## src/rtl/irqc_pkg.sv

```systemverilog
package irqc_pkg;
  typedef enum logic {
    BASE_LOW  = 1'b0,
    BASE_BOOT = 1'b1
  } base_sel_e;
endpackage

```

## src/rtl/irqc_rst_sync.sv

```systemverilog
module irqc_rst_sync (
  input  logic clk_i,
  input  logic rst_ni,
  output logic rst_sync_no
);
  logic [1:0] sync_q;

  always_ff @(posedge clk_i or negedge rst_ni) begin
    if (!rst_ni) sync_q <= 2'b00;
    else         sync_q <= {sync_q[0], 1'b1};
  end

  assign rst_sync_no = sync_q[1];
endmodule

```

## src/rtl/irqc_state.sv

```systemverilog
module irqc_state #(
  parameter int N_IRQ  = 6,
  parameter int SLOT_W = 3
) (
  input  logic              clk_i,
  input  logic              rst_ni,
  input  logic [N_IRQ-1:0]  irq_i,
  input  logic              en_we_i,
  input  logic [N_IRQ-1:0]  en_d_i,
  input  logic              gie_we_i,
  input  logic              gie_d_i,
  input  logic              ivsel_we_i,
  input  logic              ivsel_d_i,
  input  logic              reti_i,
  input  logic              accept_i,
  input  logic [SLOT_W-1:0] accept_slot_i,
  output logic [N_IRQ-1:0]  pend_q,
  output logic [N_IRQ-1:0]  en_q,
  output logic              gie_q,
  output logic              ivsel_q
);
  logic [N_IRQ-1:0] pend_n, en_n, clr_vec;
  logic             gie_n, ivsel_n;

  // Per-source clear decode: slot k+1 belongs to interrupt k.
  for (genvar k = 0; k < N_IRQ; k++) begin : g_clr
    assign clr_vec[k] = accept_i && (accept_slot_i == SLOT_W'(k + 1));
  end

  always_comb begin
    // a new request in the clear cycle is kept
    pend_n  = (pend_q & ~clr_vec) | irq_i;
    en_n    = en_we_i ? en_d_i : en_q;
    ivsel_n = ivsel_we_i ? ivsel_d_i : ivsel_q;
    // accept beats return, return beats software write
    if (accept_i)      gie_n = 1'b0;
    else if (reti_i)   gie_n = 1'b1;
    else if (gie_we_i) gie_n = gie_d_i;
    else               gie_n = gie_q;
  end

  always_ff @(posedge clk_i or negedge rst_ni) begin
    if (!rst_ni) begin
      pend_q  <= '0;
      en_q    <= '0;
      gie_q   <= 1'b0;
      ivsel_q <= 1'b0;
    end else begin
      pend_q  <= pend_n;
      en_q    <= en_n;
      gie_q   <= gie_n;
      ivsel_q <= ivsel_n;
    end
  end

  p_accept_clears_gie_r4: assert property (@(posedge clk_i) disable iff (!rst_ni)
    accept_i |=> !gie_q);

  p_reti_sets_gie_r6: assert property (@(posedge clk_i) disable iff (!rst_ni)
    (reti_i && !accept_i) |=> gie_q);

  p_single_clear_r4: assert property (@(posedge clk_i) disable iff (!rst_ni)
    !accept_i |=> ($past(pend_q) & ~pend_q) == '0);

  p_clear_count_r9: assert property (@(posedge clk_i) disable iff (!rst_ni)
    accept_i |=> $countones($past(pend_q) & ~pend_q) <= 1);
endmodule

```

## src/rtl/irqc_arbiter.sv

```systemverilog
module irqc_arbiter #(
  parameter int N_CAND = 7,
  parameter int SLOT_W = 3
) (
  input  logic              clk_i,
  input  logic              rst_ni,
  input  logic [N_CAND-1:0] cand_i,
  output logic              valid_o,
  output logic [SLOT_W-1:0] idx_o
);
  logic [N_CAND-1:0] below;

  // Scan from the top so the lowest set index is assigned last.
  always_comb begin
    valid_o = 1'b0;
    idx_o   = '0;
    for (int i = N_CAND - 1; i >= 0; i--) begin
      if (cand_i[i]) begin
        valid_o = 1'b1;
        idx_o   = SLOT_W'(i);
      end
    end
  end

  always_comb begin
    for (int i = 0; i < N_CAND; i++) below[i] = (SLOT_W'(i) < idx_o);
  end

  p_lowest_wins_r2: assert property (@(posedge clk_i) disable iff (!rst_ni)
    valid_o |-> (cand_i[idx_o] && ((cand_i & below) == '0)));

  p_valid_iff_any_r2: assert property (@(posedge clk_i) disable iff (!rst_ni)
    (cand_i != '0) |-> valid_o);
endmodule

```

## src/rtl/irqc_vecgen.sv

```systemverilog
module irqc_vecgen
  import irqc_pkg::*;
#(
  parameter int          ADDR_W      = 12,
  parameter int          SLOT_W      = 3,
  parameter int          VEC_SPACING = 2,
  parameter logic [ADDR_W-1:0] BOOT_BASE = 12'hE00
) (
  input  logic [SLOT_W-1:0] slot_i,
  input  logic              ivsel_i,
  input  logic              boot_rst_cfg_i,
  output logic [ADDR_W-1:0] vec_o
);
  localparam bit SPACING_POW2 = (VEC_SPACING & (VEC_SPACING - 1)) == 0;
  localparam int SHIFT        = $clog2(VEC_SPACING);

  base_sel_e         sel;
  logic [ADDR_W-1:0] base, offset;

  always_comb begin
    if (slot_i == '0) sel = boot_rst_cfg_i ? BASE_BOOT : BASE_LOW;
    else              sel = ivsel_i ? BASE_BOOT : BASE_LOW;
    base = (sel == BASE_BOOT) ? BOOT_BASE : '0;
  end

  if (SPACING_POW2) begin : g_shift
    assign offset = ADDR_W'(slot_i) << SHIFT;
  end else begin : g_mul
    assign offset = ADDR_W'(slot_i) * ADDR_W'(VEC_SPACING);
  end

  assign vec_o = base + offset;
endmodule

```

## src/rtl/irqc_top.sv

```systemverilog
module irqc_top #(
  parameter int          N_IRQ       = 6,
  parameter int          ADDR_W      = 12,
  parameter int          VEC_SPACING = 2,
  parameter logic [ADDR_W-1:0] BOOT_BASE = 12'hE00,
  localparam int         N_CAND      = N_IRQ + 1,
  localparam int         SLOT_W      = $clog2(N_CAND)
) (
  input  logic              clk_i,
  input  logic              rst_ni,
  input  logic [N_IRQ-1:0]  irq_i,
  input  logic              rst_req_i,
  input  logic              en_we_i,
  input  logic [N_IRQ-1:0]  en_d_i,
  input  logic              gie_we_i,
  input  logic              gie_d_i,
  input  logic              ivsel_we_i,
  input  logic              ivsel_d_i,
  input  logic              boot_rst_cfg_i,
  input  logic              lock_cfg_i,
  input  logic [ADDR_W-1:0] pc_i,
  input  logic              reti_i,
  input  logic              ack_i,
  output logic              req_o,
  output logic [ADDR_W-1:0] vec_o,
  output logic [SLOT_W-1:0] slot_o,
  output logic              gie_o,
  output logic [N_IRQ-1:0]  pend_o
);
  logic              rst_n;
  logic [N_IRQ-1:0]  pend_q, en_q;
  logic              gie_q, ivsel_q;
  logic              accept, pc_in_boot, locked;
  logic [N_CAND-1:0] cand;
  logic              win_valid;
  logic [SLOT_W-1:0] win_idx;
  logic [ADDR_W-1:0] win_vec;
  logic              req_q, req_n;
  logic [SLOT_W-1:0] slot_q, slot_n;
  logic [ADDR_W-1:0] vec_q, vec_n;
  logic              out_en;

  irqc_rst_sync u_rst_sync (
    .clk_i      (clk_i),
    .rst_ni     (rst_ni),
    .rst_sync_no(rst_n)
  );

  assign accept = ack_i && req_q;

  irqc_state #(.N_IRQ(N_IRQ), .SLOT_W(SLOT_W)) u_state (
    .clk_i        (clk_i),
    .rst_ni       (rst_n),
    .irq_i        (irq_i),
    .en_we_i      (en_we_i),
    .en_d_i       (en_d_i),
    .gie_we_i     (gie_we_i),
    .gie_d_i      (gie_d_i),
    .ivsel_we_i   (ivsel_we_i),
    .ivsel_d_i    (ivsel_d_i),
    .reti_i       (reti_i),
    .accept_i     (accept),
    .accept_slot_i(slot_q),
    .pend_q       (pend_q),
    .en_q         (en_q),
    .gie_q        (gie_q),
    .ivsel_q      (ivsel_q)
  );

  // Region lock: suppress when code runs outside the table's region.
  assign pc_in_boot = (pc_i >= BOOT_BASE);
  assign locked     = lock_cfg_i && (pc_in_boot != ivsel_q);

  assign cand[0] = rst_req_i;
  for (genvar k = 0; k < N_IRQ; k++) begin : g_cand
    assign cand[k+1] = pend_q[k] && en_q[k] && gie_q && !locked;
  end

  irqc_arbiter #(.N_CAND(N_CAND), .SLOT_W(SLOT_W)) u_arb (
    .clk_i  (clk_i),
    .rst_ni (rst_n),
    .cand_i (cand),
    .valid_o(win_valid),
    .idx_o  (win_idx)
  );

  irqc_vecgen #(
    .ADDR_W(ADDR_W), .SLOT_W(SLOT_W),
    .VEC_SPACING(VEC_SPACING), .BOOT_BASE(BOOT_BASE)
  ) u_vec (
    .slot_i        (win_idx),
    .ivsel_i       (ivsel_q),
    .boot_rst_cfg_i(boot_rst_cfg_i),
    .vec_o         (win_vec)
  );

  always_comb begin
    req_n  = win_valid && !accept;
    out_en = win_valid;
    slot_n = win_idx;
    vec_n  = win_vec;
  end

  always_ff @(posedge clk_i or negedge rst_n) begin
    if (!rst_n) begin
      req_q  <= 1'b0;
      slot_q <= '0;
      vec_q  <= '0;
    end else begin
      req_q <= req_n;
      if (out_en) begin
        slot_q <= slot_n;
        vec_q  <= vec_n;
      end
    end
  end

  assign req_o  = req_q;
  assign vec_o  = vec_q;
  assign slot_o = slot_q;
  assign gie_o  = gie_q;
  assign pend_o = pend_q;

  p_irq_needs_gie_r1: assert property (@(posedge clk_i) disable iff (!rst_n)
    (req_q && slot_q != '0) |-> $past(gie_q));

  p_reset_first_r3: assert property (@(posedge clk_i) disable iff (!rst_n)
    (rst_req_i && !accept) |=> (req_q && slot_q == '0));

  p_accept_drops_req_r4: assert property (@(posedge clk_i) disable iff (!rst_n)
    accept |=> !req_q);
endmodule

```

## config.mk

```make
export PLATFORM = sky130hd
export DESIGN_NAME = irqc_top
export DESIGN_NICKNAME = d
export VERILOG_FILES = /design/src/rtl/irqc_pkg.sv /design/src/rtl/irqc_rst_sync.sv /design/src/rtl/irqc_state.sv /design/src/rtl/irqc_arbiter.sv /design/src/rtl/irqc_vecgen.sv /design/src/rtl/irqc_top.sv
export SDC_FILE = /design/constraint.sdc
export NUM_CORES = 1
export LEC_CHECK = 0
export ABC_AREA = 1
export BUFFER_PORTS_ARGS = -buffer_cell sky130_fd_sc_hd__buf_4
export CAP_MARGIN = 15
export CORE_MARGIN = 4
export CORE_UTILIZATION = 35
export DETAILED_ROUTE_END_ITERATION = 16
export GPL_ROUTABILITY_DRIVEN = 0
export PLACE_DENSITY = 0.68
export SYNTH_ARGS = -nofsm -noshare
export SYNTH_HDL_FRONTEND = slang
export SYNTH_SLANG_ARGS = --single-unit
```

## constraint.sdc

```tcl
create_clock -name clk_i -period 0.8 [get_ports clk_i]
set_input_delay 0.04 -clock clk_i [delete_from_list [all_inputs] [get_ports clk_i]]
set_output_delay 0.04 -clock clk_i [all_outputs]
set_load 0.01 [all_outputs]
```

# ---- Word-level counts from Yosys, hierarchy flattened
# Cells that the tools add are included.
dict set report totals {
  register_bits 32
  latch_bits 0
  ramBits 0
  mem_bits_ro 0
  inputBits 36
  output_inout_bits 23
  elab_cells 72
  n_memories 0
}
dict set report op_classes {
  add_sub_neg 1
  n_mul 0
  div_mod_pow 0
  magnitude_cmp 1
  n_eq_ne 7
  n_shift 0
  mux 21
  bitwise_logic 3
  n_reduce_logical 31
}
# cell count
set op_table {}
lappend op_table {{logical AND 1 bit} 27}
lappend op_table {{two-way mux 3 bit} 7}
lappend op_table {{two-way mux 1 bit} 13}
lappend op_table {{adder 12 x 4 -> 12 bit} 1}
lappend op_table {{greater-or-equal comparator 12 bit (second input constant)} 1}
lappend op_table {{two-way mux 12 bit} 1}
lappend op_table {{== test 3 bit (second input constant)} 3}
lappend op_table {{bitwise AND 6 bit} 1}
lappend op_table {{== test 3 x 2 -> 1 bit (second input constant)} 2}
lappend op_table {{inverter 6 bit} 1}
lappend op_table {{bitwise OR 6 bit} 1}
lappend op_table {{== test 3 x 1 -> 1 bit (second input constant)} 1}
lappend op_table {{zero test 3 bit} 1}
lappend op_table {{nonzero test 3 bit} 1}
lappend op_table {{zero test 1 bit} 2}
lappend op_table {{!= test 1 bit} 1}

# ---- Longest topological paths before layout
# Gate-level depths: netlist (run 1).
dict set report depth {
  ltp_word 16
  depth_mapped 9
  ltp_nobuf 9
}

# ---- Cells and area by module
# From an unflattened synthesis (run 1), not the netlist that was laid out.
dict set report unflattened {
  hier_cells 217
  area_unflattened_um2 1657.8
}
# module instances cells_each area_each_um2 seq_area_each_um2
set modules_own_cells {}
lappend modules_own_cells {irqc_top 1 98 774.5 400.4}
lappend modules_own_cells {irqc_state 1 79 618.1 350.3}
lappend modules_own_cells {irqc_vecgen 1 19 120.1 0.0}
lappend modules_own_cells {irqc_arbiter 1 18 91.3 0.0}
lappend modules_own_cells {irqc_rst_sync 1 3 53.8 50.0}

# ---- Worst setup path after synthesis (run 1)
# OpenSTA, ideal clock, no wires.
dict set report synth_timing {
  path_type {register to register}
  startpoint {register u_state.gie_q}
  endpoint {register vec_q[10] (netlist: vec_o[10])}
  setup_ps 118
  arrival_time_ps 1115
  required_time_ps 682
  path_slack_ps -433
  stages_incl_launch_ff 9
  path_buffers 0
  period_less_slack_ps 1233
  cell_sequence {dfrtp_1 inv_4 nor2_1 o21ai_2 nand3_2 nand2_1 nand2_1 nand3_1 nand2_1}
}
dict set report synth_via {
  elab_chain_len 13
  elab_cells_between_ends 30
  cone_classes {1 x add/sub; 16 x mux; 13 x reduce/logical}
}
# element line
set synth_rtl {}
lappend synth_rtl {{start: declaration} irqc_state.sv:19} ;# output logic gie_q,
lappend synth_rtl {{start signal: assignment} irqc_state.sv:51} ;# gie_q <= gie_n;
lappend synth_rtl {{logical AND 1 bit (2 in a row)} irqc_top.sv:76} ;# assign cand[k+1] = pend_q[k] && en_q[k] && gie_q && !locked;
lappend synth_rtl {{two-way mux 3 bit (7 in a row)} irqc_arbiter.sv:18} ;# if (cand_i[i]) begin
lappend synth_rtl {{zero test 3 bit} irqc_vecgen.sv:21} ;# if (slot_i == '0) sel = boot_rst_cfg_i ? BASE_BOOT : BASE_LOW;
lappend synth_rtl {{two-way mux 1 bit} irqc_vecgen.sv:21}
lappend synth_rtl {{two-way mux 12 bit} irqc_vecgen.sv:23} ;# base = (sel == BASE_BOOT) ? BOOT_BASE : '0;
lappend synth_rtl {{adder 12 x 4 -> 12 bit} irqc_vecgen.sv:32} ;# assign vec_o = base + offset;
lappend synth_rtl {{end signal: assignment} irqc_top.sv:113} ;# vec_q <= vec_n;
lappend synth_rtl {{end: declaration} irqc_top.sv:40} ;# logic [ADDR_W-1:0] vec_q, vec_n;
# Parallel ways exist; a longest one is shown, timed or not.
# A chain may end at the register's enable or synchronous reset.

# ---- Worst setup path in the final report (run 1)
# Ends and elaborated chain as after synthesis.

==> results of run 1 <==
-- path summary, 6_finish.rpt --
kind | from | depth (start not counted) | endpoint
hold / removal | gie_we_i | 3 | u_state.gie_q
setup reg to reg | u_state.gie_q | 8 | vec_o[10]
min in group asynchronous | rst_ni | 2 | u_rst_sync.sync_q[0]
setup / recovery | u_state.gie_q | 8 | vec_o[10]
hold reg to reg | u_rst_sync.sync_q[1] | 1 | u_state.pend_q[0]
max in group asynchronous | u_rst_sync.sync_q[1] | 1 | slot_o[1]
-- cell families (layout without fill, tap and decap cells) --
| family | Yosys count | count (layout) | share of synthesized area |
|---|---|---|---|
| flops | 21 | 21 | 0.483 |
| buf+inv | 31 | 113 | 0.147 |
| mux | 4 | 4 | 0.0414 |
| other cells | 2 | 7 | 0.00691 |
| simple gates | 45 | 45 | 0.217 |
| compound gates | 18 | 18 | 0.104 |
-- cell usage after synthesis, types with 2 or more instances --
cell and count:
sky130_fd_sc_hd__inv_2 2, sky130_fd_sc_hd__dfrtp_1 21, sky130_fd_sc_hd__nand4_1 2, sky130_fd_sc_hd__nand3_2 2, sky130_fd_sc_hd__nand3_1 5, sky130_fd_sc_hd__o21ai_0 6
sky130_fd_sc_hd__buf_4 11, sky130_fd_sc_hd__a21oi_1 4, sky130_fd_sc_hd__o31ai_1 2, sky130_fd_sc_hd__o21ai_2 2, sky130_fd_sc_hd__conb_1 2, sky130_fd_sc_hd__o21bai_1 2
sky130_fd_sc_hd__mux2_2 4, sky130_fd_sc_hd__inv_1 15, sky130_fd_sc_hd__nor2_1 5, sky130_fd_sc_hd__nand2_1 26, sky130_fd_sc_hd__nor3_4 2
-- worst reg2reg max path, stage by stage, from the launching register on --
cell and delay [ps]:
sky130_fd_sc_hd__dfrtp_2 470, sky130_fd_sc_hd__inv_4 120, sky130_fd_sc_hd__nor3_4 60, sky130_fd_sc_hd__o21ai_2 210, sky130_fd_sc_hd__nand3_2 110, sky130_fd_sc_hd__nand2_1 70, sky130_fd_sc_hd__nand2_1 50, sky130_fd_sc_hd__nand3_1 60
sky130_fd_sc_hd__nand2_1 50
-- sequential cells by signal (all words and copies together) (netlist names) --
name / cells
u_state.en_q: 6
u_state.pend_q: 6
u_rst_sync.sync_q: 2
slot_o: 2
u_state.gie_q: 1
u_state.ivsel_q: 1
req_o: 1
vec_o: 2
-- metrics by stage --
stage               area [um^2]  power, W   util  setup TNS (ps)
CTS                        1940   0.00320  0.680           -6570
finish                     2030   0.00332  0.711           -6700
global route               2030   0.00353  0.711           -8350
detailed placement         1540   0.00231  0.540           -2950
global placement           1540   0.00229  0.540           -2580
floorplan                  1110   0.00183      -           -2180
-- metal layers --
layer  GRT usage  wire length, um
met1       0.198             1240
met5           0                0
met4      0.0593               63
met2       0.317             1860
met3      0.0333              170
-- cells in the final DEF (no fill, tap or decap), drive strengths merged --
cell / count
nor3: 2
mux2: 4
o31ai: 2
nor2: 5
o21ai: 8
nand3: 8
inv: 18
dlygate4sd3: 17
buf: 73
clkbuf: 3
nand2: 27
conb: 7
dfrtp: 21
clkinv: 2
o22ai: 1
nand4: 2
or2: 1
a21oi: 5
o21bai: 2
-- what timing repair did --
| action | 4_1_cts | 5_1_grt |
|---|---|---|
| pin swaps | 6 | 7 |
| setup buffers | 10 | 5 |
| setup endpoints to repair | 29 | 32 |
| resized for setup | 40 | 20 |
| endpoints found under the hold margin | 17 | 1 |
| gates cloned | 0 | 0 |
-- power by group --
| part | leakage (nW) | total [W] | internal [W] | switching [W] |
|---|---|---|---|---|
| sequential | 0.230 | 0.00129 | 0.00118 | 0.000116 |
| combinational | 0.774 | 0.00151 | 0.000838 | 0.000672 |
| clock | 0.0177 | 0.000517 | 0.000186 | 0.000331 |
-- final cells by class --
class,count,share of cell area
multi-input cells,74,0.263
clock buffers,3,0.0111
flip-flops and latches,21,0.261
inverters,19,0.0389
repair buffers,90,0.404
well taps,31,0.0191
clock inverters,1,0.00247
==> results_tabular.tex, run 1 <==
\begin{tabular}{lr}
\hline
Metric & Value \\
\hline
\multicolumn{2}{l}{\textbf{Critical path}} \\
\quad Critical Path End Type & register \\
\quad Data arrival, critical path & 1490 ps \\
\quad Critical Path, Cell by Cell & inv\_4 > nor3\_4 > o21ai\_2 > nand3\_2 > nand2\_1 > nand2\_1 > nand3\_1 > nand2\_1 \\
\quad Cell repeated most along the worst path & sky130\_fd\_sc\_hd\_\_nand2\_1 \\
\quad Setup slack, reg-to-reg & -490 ps \\
\quad Critical path start-end classification & reg -> reg \\
\quad Startpoint kind of the worst setup timing path & register \\
\quad Combined buffer and inverter count along the critical path & 1 \\
\quad Slowest-stage cell, CP & sky130\_fd\_sc\_hd\_\_dfrtp\_2 \\
\quad Max FO, Critical Path & 5 \\
\quad Top delay family on crit path & flip-flops \\
\quad Data required time at the worst endpoint & 1000 ps \\
\quad Highest cell delay on the worst timing path & 470 ps \\
\multicolumn{2}{l}{\textbf{CTS}} \\
\quad Maximum level of the CTS H-tree & 1 \\
\quad Clk\_lat worst skew & 300 ps \\
\quad Clock Tree Buf Depth & 2 \\
\quad Clock Sinks & 21 \\
\quad Num CTS Buffers & 3 \\
\quad Cell chosen for the clock root & sky130\_fd\_sc\_hd\_\_clkbuf\_4 \\
\quad Clock input transition at the sequential cells of the worst setup and hold paths & 130 ps \\
\quad Hold bufs inserted after CTS & 17 \\
\quad Clock tree from TritonCTS & built \\
\multicolumn{2}{l}{\textbf{Final layout}} \\
\quad Sequential Area & 529 um\^{}2 \\
\quad Proportion of layout cells with a drive suffix above 1 & 0.577 \\
\quad Area growth from synthesis to final layout & 86.4\% \\
\quad Number of fillers in the final layout & 216 \\
\quad Final layout net count & 245 \\
\quad Final Non-Filler Cells & 239 \\
\quad Diode count & 0 \\
\quad Combined area of the multi-input logic cells & 533 um\^{}2 \\
\multicolumn{2}{l}{\textbf{Synthesis}} \\
\quad Post-synthesis cell type count & 25 \\
\quad Area share of the largest cell type after synthesis & 0.483 \\
\quad Warnings, synthesis & 0 \\
\quad Dominant cells by area after synthesis & sky130\_fd\_sc\_hd\_\_dfrtp\_1 (48\%), sky130\_fd\_sc\_hd\_\_nand2\_1 (9.0\%), sky130\_fd\_sc\_hd\_\_buf\_4 (7.6\%) \\
\quad Average cell area after synthesis & 8.99 um\^{}2 \\
\quad Post-synth ARST share & 1.00 \\
\quad Main synth FF type & sky130\_fd\_sc\_hd\_\_dfrtp\_1 \\
\quad Count of flip-flops with a built-in enable after synthesis & 0 \\
\quad Largest area contributor in the netlist & sky130\_fd\_sc\_hd\_\_dfrtp\_1 \\
\quad Instance count of the mapped netlist & 121 \\
\quad Total of flip-flops plus latches after synthesis & 21 \\
\quad Area of the mapped netlist & 0.00109 mm\^{}2 \\
\quad Register area share after synthesis & 0.483 \\
\multicolumn{2}{l}{\textbf{STA}} \\
\quad Final worst slack & -490 ps \\
\quad Worst Hold Margin & -21.0 ps \\
\quad Unrepaired setup endpoints after global routing & true \\
\quad Achievable frequency & 775 MHz \\
\quad Number of setup violations in the final report & 29 \\
\quad Total count of hold-check failures in the final report & 1 \\
\quad Slew Limit Fails & 0 \\
\quad Final worst path period share & 1.61 \\
\quad Shortest period the worst path allows & 1290 ps \\
\quad Final worst clock skew & 6.81 ps \\
\multicolumn{2}{l}{\textbf{Placement}} \\
\quad Worst setup timing slack at the placement stage & -456 ps \\
\quad Cell count after placement & 208 \\
\quad Detailed placer's ending HPWL & 2.22 mm \\
\quad Number of port buffers & 43 \\
\multicolumn{2}{l}{\textbf{Routing}} \\
\quad DR DRC count & 0 \\
\quad Initial DRC count & 17 \\
\quad Overall via count from detail\_route & 1,117 \\
\quad Final routed wirelength across all metal layers & 3.34 mm \\
\quad Antenna-violating nets left & 0 \\
\quad Detailed-route wire length per cell & 14.0 um \\
\quad First-pass iteration count of the detailed router & 4 \\
\quad Vias per inst & 4.67 \\
\multicolumn{2}{l}{\textbf{Die}} \\
\quad Effective utilization at floorplan & 0.381 \\
\quad Top-level I/O count & 59 \\
\quad Std-Cell Core Area & 0.00285 mm\^{}2 \\
\quad Vertical die dimension & 63.7 um \\
\quad Placement row count & 19 \\
\quad Die X & 63.7 um \\
\quad Die Footprint & 0.00406 mm\^{}2 \\
\multicolumn{2}{l}{\textbf{Global route}} \\
\quad Pin count of the biggest net entering global routing & 20 \\
\quad GRT overflow & 0 \\
\quad Total routing usage reported by global routing & 0.172 \\
\quad Antenna violations before repair & 0 \\
\quad Vias in the first global route & 1,229 \\
\quad Wire length of the first global-routing pass & 5.54 mm \\
\multicolumn{2}{l}{\textbf{Power}} \\
\quad IR drop worst, VDD & 1.07 mV \\
\quad Pwr Density & 1640 mW/mm\^{}2 \\
\quad Reported leakage power & 1.02 nW \\
\multicolumn{2}{l}{\textbf{Status}} \\
\quad Run status & complete, but fails checks \\
\quad Failing checks & negative hold slack, negative setup slack \\
\multicolumn{2}{l}{\textbf{Min path}} \\
\quad Hold/Removal Path Class & in -> reg \\
\multicolumn{2}{l}{\textbf{Flow run}} \\
\quad Max\_cap viols & 0 \\
\hline
\end{tabular}
(Power assumes the default switching activity.)
==> run 2, diff against run 1 <==
--- a/config.mk
+++ b/config.mk
@@ -8,6 +8,7 @@
 export ABC_AREA = 1
 export BUFFER_PORTS_ARGS = -buffer_cell sky130_fd_sc_hd__buf_4
 export CAP_MARGIN = 15
+export CORE_ASPECT_RATIO = 0.75
 export CORE_MARGIN = 4
 export CORE_UTILIZATION = 35
 export DETAILED_ROUTE_END_ITERATION = 16
==> run 2 against run 1 <==
Count of clock-buffer cells in the layout rose by 1. Utilization fell by 2.9 points. Die area rose by 0.24%. Clock skew fell by 4.5 ps. Global-route usage fell by 0.59 points. Maximum frequency fell by 3.1%. Via count fell by 4.7%. The flow still finishes with violations (negative hold slack, negative setup slack). Clock power rose by 33%.
==> results_tabular.tex, run 2 (synthesized netlist as in run 1, its figures left out) <==
\begin{tabular}{lr}
\hline
Metric & Value \\
\hline
\multicolumn{2}{l}{\textbf{CTS}} \\
\quad Clock Tree Buf Depth & 2 (unchanged) \\
\quad Clk\_lat worst skew & 260 ps (-40 ps) \\
\quad Num CTS Buffers & 3 (unchanged) \\
\quad Clock Sinks & 21 (unchanged) \\
\quad Cell chosen for the clock root & sky130\_fd\_sc\_hd\_\_clkbuf\_8 \\
\quad Clock tree from TritonCTS & built \\
\quad Maximum level of the CTS H-tree & 1 (unchanged) \\
\quad Clock input transition at the sequential cells of the worst setup and hold paths & 70 ps (-60 ps) \\
\multicolumn{2}{l}{\textbf{Die}} \\
\quad Effective utilization at floorplan & 0.368 (-0.0134) \\
\quad Std-Cell Core Area & 0.00296 mm\^{}2 (+3.6\%) \\
\quad Vertical die dimension & 56.3 um (-12\%) \\
\quad Placement row count & 17 (-2) \\
\quad Top-level I/O count & 59 (unchanged) \\
\quad Die X & 72.4 um (+14\%) \\
\quad Die Footprint & 0.00407 mm\^{}2 (+0.24\%) \\
\multicolumn{2}{l}{\textbf{STA}} \\
\quad Total count of hold-check failures in the final report & 1 (unchanged) \\
\quad Worst Hold Margin & -0.191 ps (+20.8 ps) \\
\quad Slew Limit Fails & 0 (unchanged) \\
\quad Final worst clock skew & 2.35 ps (-4.47 ps) \\
\quad Achievable frequency & 751 MHz (-3.1\%) \\
\quad Setup tns final & -6590 ps (+117 ps) \\
\quad Final worst path period share & 1.66 (+0.0515) \\
\quad Final worst slack & -532 ps (-41.2 ps) \\
\quad Unrepaired setup endpoints after global routing & true \\
\quad Number of setup violations in the final report & 29 (unchanged) \\
\quad Shortest period the worst path allows & 1330 ps (+41.2 ps) \\
\multicolumn{2}{l}{\textbf{Critical path}} \\
\quad Critical Path, Cell by Cell & inv\_6 > nor3\_4 > buf\_4 > a21oi\_4 > nand3\_2 > o22ai\_1 \\
\quad Max FO, Critical Path & 5 (unchanged) \\
\quad Startpoint kind of the worst setup timing path & register \\
\quad Critical Path End Type & register \\
\quad Data required time at the worst endpoint & 960 ps (-40 ps) \\
\quad Highest cell delay on the worst timing path & 470 ps (about the same) \\
\quad Critical path start-end classification & reg -> reg \\
\quad Slowest-stage cell, CP & sky130\_fd\_sc\_hd\_\_dfrtp\_2 \\
\quad Setup slack, reg-to-reg & -530 ps (-40 ps) \\
\quad Combined buffer and inverter count along the critical path & 2 (+1) \\
\quad Top delay family on crit path & flip-flops \\
\quad Data arrival, critical path & 1490 ps (about the same) \\
\multicolumn{2}{l}{\textbf{Routing}} \\
\quad Initial DRC count & 39 (+22) \\
\quad Overall via count from detail\_route & 1,065 (-4.7\%) \\
\quad Antenna-violating nets left & 0 (unchanged) \\
\quad Total length of routed met3 wires & 201 um (+18\%) \\
\quad Highest routed metal layer & met4 \\
\quad Detailed-route wire length per cell & 13.7 um (-1.9\%) \\
\quad Routed met2 length & 1.70 mm (-8.5\%) \\
\quad Met1 wire length & 1.32 mm (+6.7\%) \\
\quad DR DRC count & 0 (unchanged) \\
\quad Vias per inst & 4.44 (-5.1\%) \\
\quad First-pass iteration count of the detailed router & 2 (-2) \\
\quad Final routed wirelength across all metal layers & 3.28 mm (-1.5\%) \\
\multicolumn{2}{l}{\textbf{Placement}} \\
\quad Detailed placer's ending HPWL & 2.22 mm (+0.27\%) \\
\quad Worst setup timing slack at the placement stage & -477 ps (-20.8 ps) \\
\quad Number of port buffers & 43 (unchanged) \\
\multicolumn{2}{l}{\textbf{Final layout}} \\
\quad Diode count & 0 (unchanged) \\
\quad Highest-count cells in the layout ignoring fill and taps & sky130\_fd\_sc\_hd\_\_buf\_4 (45), sky130\_fd\_sc\_hd\_\_buf\_6 (29), sky130\_fd\_sc\_hd\_\_nand2\_1 (20) \\
\quad Most common library cell in the layout ignoring fill and taps & sky130\_fd\_sc\_hd\_\_buf\_4 \\
\quad Area growth from synthesis to final layout & 85.4\% \\
\quad Final layout net count & 239 (-2.4\%) \\
\quad Registers with the most flip-flops & u\_state.en\_q: 6 flops, u\_state.pend\_q: 6 flops \\
\quad Post-layout util & 0.682 (-0.0288) \\
\quad Proportion of layout cells with a drive suffix above 1 & 0.604 (+0.0270) \\
\multicolumn{2}{l}{\textbf{Global route}} \\
\quad Wire length of the first global-routing pass & 5.17 mm (-6.7\%) \\
\quad GRT overflow & 0 (unchanged) \\
\quad Total routing usage reported by global routing & 0.166 (-0.00590) \\
\quad Antenna violations before repair & 0 (unchanged) \\
\quad Pin count of the biggest net entering global routing & 20 (unchanged) \\
\quad Vias in the first global route & 1,127 (-8.3\%) \\
\multicolumn{2}{l}{\textbf{Status}} \\
\quad Failing checks & negative hold slack, negative setup slack \\
\quad Run status & complete, but fails checks \\
\multicolumn{2}{l}{\textbf{Power}} \\
\quad Reported leakage power & 1.00 nW (-1.8\%) \\
\quad Pwr Density & 1760 mW/mm\^{}2 (+7.7\%) \\
\quad IR drop worst, VDD & 1.01 mV (-6.4\%) \\
\multicolumn{2}{l}{\textbf{Flow run}} \\
\quad Max\_cap viols & 0 (unchanged) \\
\multicolumn{2}{l}{\textbf{Min path}} \\
\quad Hold/Removal Path Class & in -> reg \\
\hline
\end{tabular}
==> run 2: path summary, 6_finish.rpt <==
kind	start	depth (start not counted)	end
worst max-delay path	u_state.gie_q	6	slot_o[0]
worst min-delay path	en_d_i[1]	3	u_state.en_q[1]
worst max register to register	u_state.gie_q	6	slot_o[0]
worst min register to register	u_rst_sync.sync_q[1]	1	u_state.pend_q[4]
max in group asynchronous	u_rst_sync.sync_q[1]	1	vec_o[3]
min in group asynchronous	rst_ni	2	u_rst_sync.sync_q[0]
==> run 2: metal layers <==
| layer | vias to the layer above | global-route usage |
|---|---|---|
| met4 | 0 | 0.0536 |
| met5 | - | 0 |
| met3 | 6 | 0.0519 |
| li1 | 528 | - |
| met2 | 36 | 0.292 |
| met1 | 495 | 0.189 |
==> run 2: worst reg2reg max path, stage by stage (launching register included) <==
cell and delay [ps]:
sky130_fd_sc_hd__dfrtp_2 470, sky130_fd_sc_hd__inv_6 120, sky130_fd_sc_hd__nor3_4 60, sky130_fd_sc_hd__buf_4 140, sky130_fd_sc_hd__a21oi_4 150, sky130_fd_sc_hd__nand3_2 120, sky130_fd_sc_hd__o22ai_1 170
==> run 2: through the flow <==
step | cell area, um^2 | power [W] | instances
after floorplan | 1110 | 0.00183 | 126
after CTS | 1900 | 0.00338 | 235
after detailed placement | 1550 | 0.00232 | 215
after global placement | 1550 | 0.00229 | 215
after global routing | 2020 | 0.00374 | 240
final | 2020 | 0.00355 | 240
==> run 2: repair_timing <==
item	CTS	global route
hold buffers	10	0
pin swaps	10	9
buffers inserted	7	7
endpoints found under the setup margin	29	30
endpoints found under the hold margin	10	0
gates resized for setup	46	22
==> run 2: layout make-up <==
class / instances / area [um^2]
clock buffers: 4 / 45.0
multi-input cells: 74 / 547
repair buffers: 84 / 764
well taps: 38 / 47.5
flip-flops and latches: 21 / 531
inverters: 19 / 81.3
fillers: 223 / 941
==> run 2: power by group <==
part	switching (W)	leakage (nW)	internal (W)
Combinational	0.000683	0.753	0.000865
Sequential	0.000141	0.229	0.00118
Clock	0.000331	0.0228	0.000354
==> run 3, diff against run 2 <==
--- a/config.mk
+++ b/config.mk
@@ -17,3 +17,4 @@
 export SYNTH_ARGS = -nofsm -noshare
 export SYNTH_HDL_FRONTEND = slang
 export SYNTH_SLANG_ARGS = --single-unit
+export TNS_END_PERCENT = 5
==> constraint.sdc (replaced) <==
create_clock -name clk_i -period 1.6 [get_ports clk_i]
set_input_delay 0.08 -clock clk_i [delete_from_list [all_inputs] [get_ports clk_i]]
set_output_delay 0.08 -clock clk_i [all_outputs]
set_load 0.01 [all_outputs]
==> run 3 against run 2 <==
The flow now finishes without violations. Utilization decreased by 18 points. Clock power down 50%. Worst hold slack improved by 13 ps. Register-to-register slack better by 800 ps.
==> results_tabular.tex, run 3 (synthesized netlist as in run 1, its figures left out) <==
\begin{tabular}{lr}
\hline
Metric & Value \\
\hline
\multicolumn{2}{l}{\textbf{Routing}} \\
\quad Antenna-violating nets left & 0 (unchanged) \\
\quad Overall via count from detail\_route & 942 (-12\%) \\
\quad First-pass iteration count of the detailed router & 4 (+2) \\
\quad Detailed-route wire length per cell & 11.9 um (-13\%) \\
\quad DR DRC count & 0 (unchanged) \\
\quad Final routed wirelength across all metal layers & 2.44 mm (-26\%) \\
\quad Vias per inst & 4.60 (+3.6\%) \\
\quad Initial DRC count & 16 (-59\%) \\
\multicolumn{2}{l}{\textbf{Global route}} \\
\quad Vias in the first global route & 980 (-13\%) \\
\quad Antenna violations before repair & 0 (unchanged) \\
\quad Total routing usage reported by global routing & 0.124 (-0.0417) \\
\quad GRT overflow & 0 (unchanged) \\
\quad Wire length of the first global-routing pass & 4.00 mm (-23\%) \\
\quad Pin count of the biggest net entering global routing & 20 (unchanged) \\
\multicolumn{2}{l}{\textbf{STA}} \\
\quad Shortest period the worst path allows & 1330 ps (+0.346 ps) \\
\quad Total count of hold-check failures in the final report & 0 (-1) \\
\quad Final worst slack & 268 ps (+800 ps) \\
\quad Final worst path period share & 0.833 (-0.832) \\
\quad Final worst clock skew & 2.83 ps (+0.478 ps) \\
\quad Slew Limit Fails & 0 (unchanged) \\
\quad Achievable frequency & 751 MHz (about the same) \\
\quad Setup tns final & 0 ps (+6590 ps) \\
\quad Unrepaired setup endpoints after global routing & false \\
\quad Number of setup violations in the final report & 0 (-100\%) \\
\multicolumn{2}{l}{\textbf{Final layout}} \\
\quad Sequential Area & 526 um\^{}2 (-0.94\%) \\
\quad Proportion of layout cells with a drive suffix above 1 & 0.389 (-0.215) \\
\quad Most common library cell in the layout ignoring fill and taps & sky130\_fd\_sc\_hd\_\_buf\_4 \\
\quad Registers with the most flip-flops & u\_state.en\_q: 6 flops, u\_state.pend\_q: 6 flops \\
\quad Highest-count cells in the layout ignoring fill and taps & sky130\_fd\_sc\_hd\_\_buf\_4 (44), sky130\_fd\_sc\_hd\_\_nand2\_1 (26), sky130\_fd\_sc\_hd\_\_dfrtp\_1 (21) \\
\quad Diode count & 0 (unchanged) \\
\quad Combined area of the multi-input logic cells & 420 um\^{}2 (-23\%) \\
\quad Area growth from synthesis to final layout & 37.4\% \\
\quad Final layout net count & 204 (-15\%) \\
\quad Number of fillers in the final layout & 279 (+25\%) \\
\multicolumn{2}{l}{\textbf{Die}} \\
\quad Std-Cell Core Area & 0.00296 mm\^{}2 (unchanged) \\
\quad Effective utilization at floorplan & 0.368 (unchanged) \\
\quad Placement row count & 17 (unchanged) \\
\quad Top-level I/O count & 59 (unchanged) \\
\quad Die Footprint & 0.00407 mm\^{}2 (unchanged) \\
\quad Die X & 72.4 um (unchanged) \\
\quad Vertical die dimension & 56.3 um (unchanged) \\
\multicolumn{2}{l}{\textbf{CTS}} \\
\quad Post-CTS resize count & 0 (-100\%) \\
\quad Clock input transition at the sequential cells of the worst setup and hold paths & 80 ps (about the same) \\
\quad Cell chosen for the clock root & sky130\_fd\_sc\_hd\_\_clkbuf\_8 \\
\quad Clock tree from TritonCTS & built \\
\quad Num CTS Buffers & 3 (unchanged) \\
\quad Post-CTS setup buffers & 0 (-7) \\
\quad Hold bufs inserted after CTS & 5 (-5) \\
\quad Maximum level of the CTS H-tree & 1 (unchanged) \\
\quad Clock Tree Buf Depth & 2 (unchanged) \\
\quad Clk\_lat worst skew & 260 ps (about the same) \\
\quad Clock Sinks & 21 (unchanged) \\
\multicolumn{2}{l}{\textbf{Min path}} \\
\quad Worst-case hold path end point & u\_state.ivsel\_q \\
\quad Worst hold path depth & 2 (-1) \\
\quad Launch instance of the worst min-delay path & ivsel\_we\_i \\
\quad Hold/Removal Path Class & in -> reg \\
\multicolumn{2}{l}{\textbf{Power}} \\
\quad Reported leakage power & 0.772 nW (-23\%) \\
\quad Post-layout total power & 0.00140 W (-61\%) \\
\quad Pwr Density & 937 mW/mm\^{}2 (-47\%) \\
\quad IR drop worst, VDD & 0.636 mV (-37\%) \\
\multicolumn{2}{l}{\textbf{Critical path}} \\
\quad Depth of the most critical reg-to-reg path & 8 (+2) \\
\quad Data arrival, critical path & 1480 ps (about the same) \\
\quad Endpoint of the lowest-slack register-to-register path & vec\_o[10] \\
\quad Data required time at the worst endpoint & 1750 ps (+790 ps) \\
\quad RR Startpoint & u\_state.gie\_q \\
\quad Max FO, Critical Path & 4 (-1) \\
\quad Setup slack, reg-to-reg & 270 ps (+800 ps) \\
\quad Critical Path End Type & register \\
\quad Critical path start-end classification & reg -> reg \\
\quad Startpoint kind of the worst setup timing path & register \\
\multicolumn{2}{l}{\textbf{Placement}} \\
\quad Worst setup timing slack at the placement stage & 281 ps (+758 ps) \\
\quad Number of port buffers & 43 (unchanged) \\
\quad Detailed placer's ending HPWL & 1.99 mm (-10\%) \\
\multicolumn{2}{l}{\textbf{Status}} \\
\quad Run status & finished clean \\
\multicolumn{2}{l}{\textbf{Flow run}} \\
\quad Max\_cap viols & 0 (unchanged) \\
\hline
\end{tabular}
[run 3: worst max-delay path by stage]
stage,startpoint,end,slack (ps)
2_1_floorplan,u_state.gie_q,vec_o[10],370
3_3_place_gp,u_state.gie_q,vec_o[10],340
3_5_place_dp,u_state.gie_q,vec_o[10],280
4_1_cts,u_state.gie_q,vec_o[10],270
5_1_grt,u_state.gie_q,vec_o[10],160
6_report,u_state.gie_q,vec_o[10],270
[run 3: cell type report]
| class | instances | share of cell area |
|---|---|---|
| timing repair buffer | 49 | 0.255 |
| clock inverter | 1 | 0.00335 |
| multi-input combinational | 74 | 0.281 |
| tap | 38 | 0.0318 |
| sequential | 21 | 0.352 |
| clock buffer | 3 | 0.0276 |
| inverter | 19 | 0.0494 |
[run 3: critical path, stage by stage, from the launching register on]
cell and delay (ps):
sky130_fd_sc_hd__dfrtp_1 440, sky130_fd_sc_hd__nand3_1 130, sky130_fd_sc_hd__nand2_1 90, sky130_fd_sc_hd__o21ai_2 220, sky130_fd_sc_hd__nand3_2 100, sky130_fd_sc_hd__nand2_1 80
sky130_fd_sc_hd__nand2_1 50, sky130_fd_sc_hd__nand3_1 70, sky130_fd_sc_hd__nand2_1 50
[run 3: per-layer routing]
layer,track usage,share of wire,vias to the layer above
li1,-,-,457
met1,0.159,0.44,442
met2,0.195,0.47,41
met3,0.0411,0.083,2
met4,0.0456,0.0078,0
met5,0,0,-
[run 3: power by group]
group          switching [W]  internal (W)
Clock               0.000169      0.000173
Sequential         0.0000504      0.000586
Combinational       0.000219      0.000203
[run 3: through the flow]
stage                     std cells  hold slack (ps)  cell area [um^2]  utilization
final                           205             13.2              1490        0.505
after global routing            205             8.75              1490        0.505
after CTS                       205             9.41              1490        0.505
after detailed placement        196             -137              1400        0.473
after global placement          196             -138              1400        0.473
after floorplan                 126             -216              1110            -
